[src/rtl/tv_pkg.sv]
package tv_pkg;
  // Number of externally requested trap sources.
  localparam int EXT_TRAPS   = 11;
  // All trap sources, including the derived floating-point-disabled trap.
  localparam int TRAP_COUNT  = EXT_TRAPS + 1;
  // Grant vector width: every trap plus the call slot.
  localparam int GRANT_W     = TRAP_COUNT + 1;
  localparam int IDX_W       = $clog2(TRAP_COUNT);
  localparam int FP_DIS_IDX  = TRAP_COUNT - 1;
  localparam int CALL_BIT    = TRAP_COUNT;

  // Call slot selection and spacing.
  localparam int CALL_SEL_W  = 6;
  localparam int CALL_SHIFT  = 6;
  localparam int TRAP_SHIFT  = 7;
  localparam int ALIGN_LOG2  = 6;
  localparam int PRIV_REGION = 'h2000;
  localparam int USER_REGION = 'h3000;

  // IEEE data type codes.
  typedef enum logic [1:0] {
    FMT_SINGLE = 2'd0,
    FMT_DOUBLE = 2'd1,
    FMT_QUAD   = 2'd2,
    FMT_OTHER  = 2'd3
  } ieeeFmt_e;

  // Control-to-datapath strobes.
  typedef struct packed {
    logic                  fire;
    logic                  isCall;
    logic                  callPriv;
    logic [IDX_W-1:0]      trapIdx;
    logic [CALL_SEL_W-1:0] callSel;
    logic [GRANT_W-1:0]    grant;
  } vecStrobe_t;
endpackage

[src/rtl/tv_arbiter.sv]
module tv_arbiter
  import tv_pkg::*;
#(
  parameter int FUNC_W = 26
) (
  input  logic [EXT_TRAPS-1:0] trapReq,
  input  logic                 fpOpValid,
  input  logic                 fpEnable,
  input  logic                 ieeeOpValid,
  input  logic [1:0]           ieeeFmt,
  input  logic                 callValid,
  input  logic                 callPriv,
  input  logic [FUNC_W-1:0]    callFunc,
  output vecStrobe_t           strobe
);
  logic                  fpDisabledHit;
  logic [TRAP_COUNT-1:0] allReq;
  logic                  anyTrap;
  logic [IDX_W-1:0]      winIdx;

  // The floating-point-disabled trap comes from two separate conditions.
  always_comb begin
    fpDisabledHit = (fpOpValid && !fpEnable) ||
                    (ieeeOpValid && (ieeeFmt_e'(ieeeFmt) == FMT_OTHER));
    allReq        = {fpDisabledHit, trapReq};
    anyTrap       = |allReq;
  end

  // Fixed priority. The scan runs from low priority to high, so the
  // lowest active index is the last one written and wins.
  always_comb begin
    winIdx = '0;
    for (int i = TRAP_COUNT - 1; i >= 0; i--) begin
      if (allReq[i]) winIdx = IDX_W'(i);
    end
  end

  always_comb begin
    strobe          = '0;
    strobe.callPriv = callPriv;
    strobe.callSel  = callFunc[CALL_SEL_W-1:0];
    strobe.trapIdx  = winIdx;
    if (anyTrap) begin
      strobe.fire          = 1'b1;
      strobe.grant[winIdx] = 1'b1;
    end else if (callValid) begin
      strobe.fire             = 1'b1;
      strobe.isCall           = 1'b1;
      strobe.grant[CALL_BIT]  = 1'b1;
    end
  end
endmodule

[src/rtl/tv_vecpath.sv]
module tv_vecpath
  import tv_pkg::*;
#(
  parameter int ADDR_W = 40
) (
  input  logic               clk,
  input  logic               rst_n,
  input  vecStrobe_t         strobe,
  input  logic               baseWe,
  input  logic [ADDR_W-1:0]  baseWrData,
  output logic               entryValid,
  output logic [GRANT_W-1:0] entryGrant,
  output logic [ADDR_W-1:0]  entryAddr
);
  localparam logic [ADDR_W-1:0] PRIV_OFS = ADDR_W'(PRIV_REGION);
  localparam logic [ADDR_W-1:0] USER_OFS = ADDR_W'(USER_REGION);

  logic [ADDR_W-1:0] baseReg;
  logic [ADDR_W-1:0] baseAligned;
  logic [ADDR_W-1:0] trapOfs;
  logic [ADDR_W-1:0] callOfs;
  logic [ADDR_W-1:0] nextAddr;

  // Force the low bits of a written base to zero.
  generate
    if (ALIGN_LOG2 > 0) begin : g_align
      assign baseAligned = {baseWrData[ADDR_W-1:ALIGN_LOG2], {ALIGN_LOG2{1'b0}}};
    end else begin : g_noalign
      assign baseAligned = baseWrData;
    end
  endgenerate

  always_comb begin
    trapOfs  = ADDR_W'(strobe.trapIdx) << TRAP_SHIFT;
    callOfs  = (strobe.callPriv ? PRIV_OFS : USER_OFS) +
               (ADDR_W'(strobe.callSel) << CALL_SHIFT);
    nextAddr = baseReg + (strobe.isCall ? callOfs : trapOfs);
  end

  always_ff @(posedge clk or negedge rst_n) begin
    if (!rst_n) begin
      baseReg <= '0;
    end else if (baseWe) begin
      baseReg <= baseAligned;
    end
  end

  always_ff @(posedge clk or negedge rst_n) begin
    if (!rst_n) begin
      entryValid <= 1'b0;
      entryGrant <= '0;
      entryAddr  <= '0;
    end else begin
      entryValid <= strobe.fire;
      entryGrant <= strobe.grant;
      if (strobe.fire) entryAddr <= nextAddr;
    end
  end
endmodule

[src/rtl/trap_vector_gen.sv]
module trap_vector_gen
  import tv_pkg::*;
#(
  parameter int ADDR_W = 40,
  parameter int FUNC_W = 26
) (
  input  logic                 clk,
  input  logic                 rst_n,
  input  logic [EXT_TRAPS-1:0] trapReq,
  input  logic                 fpOpValid,
  input  logic                 fpEnable,
  input  logic                 ieeeOpValid,
  input  logic [1:0]           ieeeFmt,
  input  logic                 callValid,
  input  logic                 callPriv,
  input  logic [FUNC_W-1:0]    callFunc,
  input  logic                 baseWe,
  input  logic [ADDR_W-1:0]    baseWrData,
  output logic                 entryValid,
  output logic [GRANT_W-1:0]   entryGrant,
  output logic [ADDR_W-1:0]    entryAddr
);
  vecStrobe_t strobe;

  tv_arbiter #(.FUNC_W(FUNC_W)) u_arb (
    .trapReq     (trapReq),
    .fpOpValid   (fpOpValid),
    .fpEnable    (fpEnable),
    .ieeeOpValid (ieeeOpValid),
    .ieeeFmt     (ieeeFmt),
    .callValid   (callValid),
    .callPriv    (callPriv),
    .callFunc    (callFunc),
    .strobe      (strobe)
  );

  tv_vecpath #(.ADDR_W(ADDR_W)) u_path (
    .clk        (clk),
    .rst_n      (rst_n),
    .strobe     (strobe),
    .baseWe     (baseWe),
    .baseWrData (baseWrData),
    .entryValid (entryValid),
    .entryGrant (entryGrant),
    .entryAddr  (entryAddr)
  );
endmodule

[config.mk]
export PLATFORM = sky130hd
export DESIGN_NAME = trap_vector_gen
export DESIGN_NICKNAME = d
export VERILOG_FILES = /design/src/rtl/tv_pkg.sv /design/src/rtl/tv_arbiter.sv /design/src/rtl/tv_vecpath.sv /design/src/rtl/trap_vector_gen.sv
export SDC_FILE = /design/constraint.sdc
export NUM_CORES = 1
export LEC_CHECK = 0
export BUFFER_PORTS_ARGS = -buffer_cell sky130_fd_sc_hd__buf_2
export CAP_MARGIN = 20
export CELL_PAD_IN_SITES_DETAIL_PLACEMENT = 1
export CELL_PAD_IN_SITES_GLOBAL_PLACEMENT = 1
export CORE_MARGIN = 5
export CORE_UTILIZATION = 29
export CTS_CLUSTER_DIAMETER = 100
export DETAILED_ROUTE_END_ITERATION = 16
export PLACE_DENSITY_LB_ADDON = 0.15
export SETUP_SLACK_MARGIN = 0.15
export SLEW_MARGIN = 20
export SYNTH_ARGS = -nofsm -noshare
export SYNTH_HDL_FRONTEND = slang
export SYNTH_HIERARCHICAL = 1
export SYNTH_SLANG_ARGS = --single-unit
export TNS_END_PERCENT = 10
[constraint.sdc]
create_clock -name clk -period 2.6 [get_ports clk]
set_input_delay 0.52 -clock clk [delete_from_list [all_inputs] [get_ports clk]]
set_output_delay 0.52 -clock clk [all_outputs]
set_load 0.01 [all_outputs]
# After elaboration in Yosys (flattened, before gate mapping)
# Index checks and enable logic that the tools add are counted.
# classes
n_lt_le_gt_ge	2
n_addsub	2
mux	22
n_reduce_logical	6
n_eq_ne	1
# op_table
op	n
4-bit two-way mux	12
40-bit by 12-bit adder with 40-bit output	1
40-bit adder	1
40-bit two-way mux	1
13-bit two-way mux	1
12-bit two-way mux	1
12-bit OR reduction	1
4-bit by 5-bit < comparator with 1-bit output (second input constant)	1
1-bit two-way mux	5
1-bit demux with 4-bit select	1
4-bit by 1-bit greater-or-equal comparator with 1-bit output (second input constant)	1
1-bit logical AND	3
2-bit equality test (second input constant)	1
2-bit two-way mux	1
1-bit logical NOT	1
1-bit logical OR	1
# word_totals
wordCells	37
output_inout_bits	54
register_bits	88

# Depth between registers and ports, before layout
# depth
ltp_word	20
mapped_depth	15

# Cells and area by module
# Netlist, hierarchy kept.
# by_module_without_submodules
module	instances	area_each_um2	cells_each	seq_area_each_um2
tv_vecpath	1	3965.1	364	2052.0
tv_arbiter	1	341.6	56	0.0

# Worst setup path before layout
# Ideal clock, no wire load.
# synth_path
path_type	input to register
startpoint	input ieeeOpValid
endpoint	register u_path.entryAddr[36]
required_time_ps	2518
setup_time_ps	82
t_arrival_ps	3781
path_stages	14
slack_ps	-1263
cell_sequence	and3_4 or4b_4 nor3_1 clkbuf_1 and2_1 ha_1 inv_1 fa_1 nor2b_1 o2111ai_1 a31o_1 buf_6 or4_1 a31oi_1
# synth_lines
item	line	text
from (decl)	trap_vector_gen.sv:12	input logic ieeeOpValid,
to (signal assigned)	tv_vecpath.sv:56	if (strobe.fire) entryAddr <= nextAddr;
to (decl)	tv_vecpath.sv:13	output logic [ADDR_W-1:0] entryAddr

==> metrics <==
status finished, violations left; failing checks setup timing; clock skew 0.01356 ns; final worst slack -0.7654 ns; crit path launch type input port; RSZ-0062 raised after global routing yes; fin crit period 3.365 ns; most common cell after layout, fill and taps aside buf_2; Worst EP arrival 3.59 ns; Total Wirelength 13.63 mm; share of cells above drive strength 1 49.49%; drt pass-1 iters 4; final worst-path cycle share 129.4%; synth unique cells 55; Req. time, crit path 2.82 ns; final cell count without fillers about 770; Cells after DPL 746; antenna violations before repair 0; maximum vdd ir drop 348.3 uV; Final GP Congestion 0.7848; R2R depth 10; Hold WC Path Type in -> async; global-route wire length before repair 22.10 mm; pin count of the biggest net entering global routing 43; leakage power ~2.8 nW; R2R Path End u_path/entryAddr[38]; global-route usage over all layers 15.68%; Syn Inst Count 420; sw frac 26.35%; crit-path max FO 6; Top delay family on crit path compound AO/OA/AOI/OAI gates; Via Count 3785; CTS tree yes; Slew @ Worst Pin 0.5781 ns; I/O pin total roughly 140; post-route ant nets 0; die area roughly 17000 sq um; worst path buffer plus inverter count 3; max incr delay on CP around 0.45 ns; Post-synth EDFFs 0; Final Hold Vio Count 0; clock latency on the worst-skew pair 0.35 ns; H-tree Lvls 3; synthesized area per cell 10.25 sq um; floorplan core area 14530 sq um; ANT cells 0; Pwr Density 556.5 nW/um^2; grt total ovfl 0; Pins Over Slew Limit 0; max-cap violations 0; DP Worst Slack -1.241 ns; total CTS buffers 9; clock root buffer clkbuf_16; DRT iter0 DRCs between 100 and 150; Synth Cell Area 4307 sq um; Comb power frac 16.8%; port buffer count 108; crit path max-delay cell type o311ai_0; ys async rst share 100.0%; drc violations 0; DP Area 5478 sq um; top_reg_cell synth dfrtp_1; setup TNS -18.66 ns; vias in the first global route approximately 4200; CTS max path bufs 2; Layout area overhead 44.97%; Die Y around 130 um; Synth Warn # 6; cell mode on critical path buf_4; Final Cell Area 6243 sq um; Core Rows 44; Psw 0.9155 mW; DR WL/cell 17.60 um; part of the Yosys area used for sequential elements 47.65%; Final #Nets 681; dpl hpwl 9.841 mm; vias per std cell about 4.9; P_int 2.559 mW; register bit total from synthesis 82; Cell Chain, Critical Path buf_6 -> and3_4 -> buf_4 -> o311ai_0 -> o311a_1 -> nor3_1 -> mux2_2 -> ha_4 -> nand3_2 -> a211o_4 -> buf_4 -> a2111oi_4 -> xnor2_1 -> a21oi_1; CTS sink cnt 82; Power, Total roughly 3.5 mW; most frequent cells in the layout buf_2, dfrtp_1, buf_4; share of power burned in registers between 40% and 50%; Slew headroom 61.46%; clock share of power roughly two fifths; Clk pin slew, worst setup/hold paths about 0.070 ns; Crit Path Class in -> reg; Finish-stage setup viols 32; Chip Width 131.9 um; R2R Path Start u_path/baseReg[6]; Max Freq 297.1 MHz; initial core utilization 29.63%; nature of the critical path endpoint flop; worst reg2reg setup slack 0.24 ns
-- cell families after synthesis --
| logic type | count (synthesis) | synth area share, % |
|---|---|---|
| AO/OA/AOI/OAI | 88 | 13.42 |
| XOR/XNOR | 16 | 3.254 |
| adder cells (fa/ha/maj) | 9 | 2.789 |
| buffers and inverters | 52 | 5.956 |
| flip-flops | 82 | 47.65 |
| multiplexers | 40 | 10.43 |
| other | 1 | 0.08708 |
| AND/OR/NAND/NOR | 132 | 16.41 |
-- repair_timing --
action,4_1_cts,5_1_grt
gates resized for setup,31,25
hold buffers,0,0
cloned,2,0
setup endpoints to repair,33,33
pin swaps,26,8
endpoints found under the hold margin,0,0
setup buffers,5,5
-- synth_stat cells (8+ instances only) --
cell type  instances  area, sq um
a21oi_1           25        125.1
a31oi_1           12        75.07
buf_4             13        97.59
clkbuf_1          17        63.81
dfrtp_1           82         2052
ha_1               8        100.1
inv_1             16        60.06
mux2_2            39        439.2
nand2_1           21        78.83
nand3_1           15        75.07
nor2_1            34        127.6
o21ai_0           18        90.09
or3_1             11        68.82
xnor2_1           14        122.6
-- metal layers --
layer	routed length [um]	global-route usage [%]
met2	6653	25.77
met4	329	5.486
met1	5908	19.28
met5	0	0
met3	734	5.153
-- state kept, by name, summed over array words and instances (netlist names) --
signal / flops
u_path/baseReg: 34
u_path/entryAddr: 34
u_path/entryGrant: 13
u_path/entryValid: 1
-- power groups by stage --
stage          clock (mW)  sequential [mW]  combinational, mW
6_report             1.38             1.51              0.583
5_1_grt              1.48             1.53              0.649
4_1_cts              1.43             1.51              0.569
3_5_place_dp            0             1.53              0.543
3_3_place_gp            0             1.52              0.530
2_1_floorplan           0             1.52              0.260
-- worst register-to-register path: cells and delay by family, from the launching register on --
family / cells / cell delay, ns
AOI/OAI and AO/OA: 3 / 0.54
and+or+nand+nor: 2 / 0.49
DFF: 1 / 0.42
adders and majority gates: 2 / 0.55
buffers and inverters: 3 / 0.29
-- metrics by stage --
stage	hold WS [ns]	utilization, %
final	0.1561	42.96
after global routing	0.1965	42.96
after CTS	0.1724	41.55
after detailed placement	0.4833	37.69
after global placement	0.4762	37.69
after floorplan	0.2244	-
-- worst max path at each step --
stage | slack, ns | startpoint | end | cells after the start
floorplan | -1.05 | ieeeOpValid | u_path/entryAddr[36] | 14
global placement | -1.15 | ieeeOpValid | u_path/entryAddr[37] | 12
detailed placement | -1.24 | ieeeOpValid | u_path/entryAddr[30] | 15
CTS | -0.70 | ieeeOpValid | u_path/entryAddr[30] | 15
global route | -0.91 | fpEnable | u_path/entryAddr[35] | 14
finish | -0.77 | ieeeOpValid | u_path/entryAddr[35] | 14
-- layout make-up --
type	instances	area, sq um
inverters	17	63.81
well taps	184	230.2
repair buffers	184	1236
clock inverters	5	77.57
fillers	1666	8290
flip-flops and latches	82	2052
multi-input cells	291	2341
clock buffers	11	242.7
(Power assumes the default switching activity.)
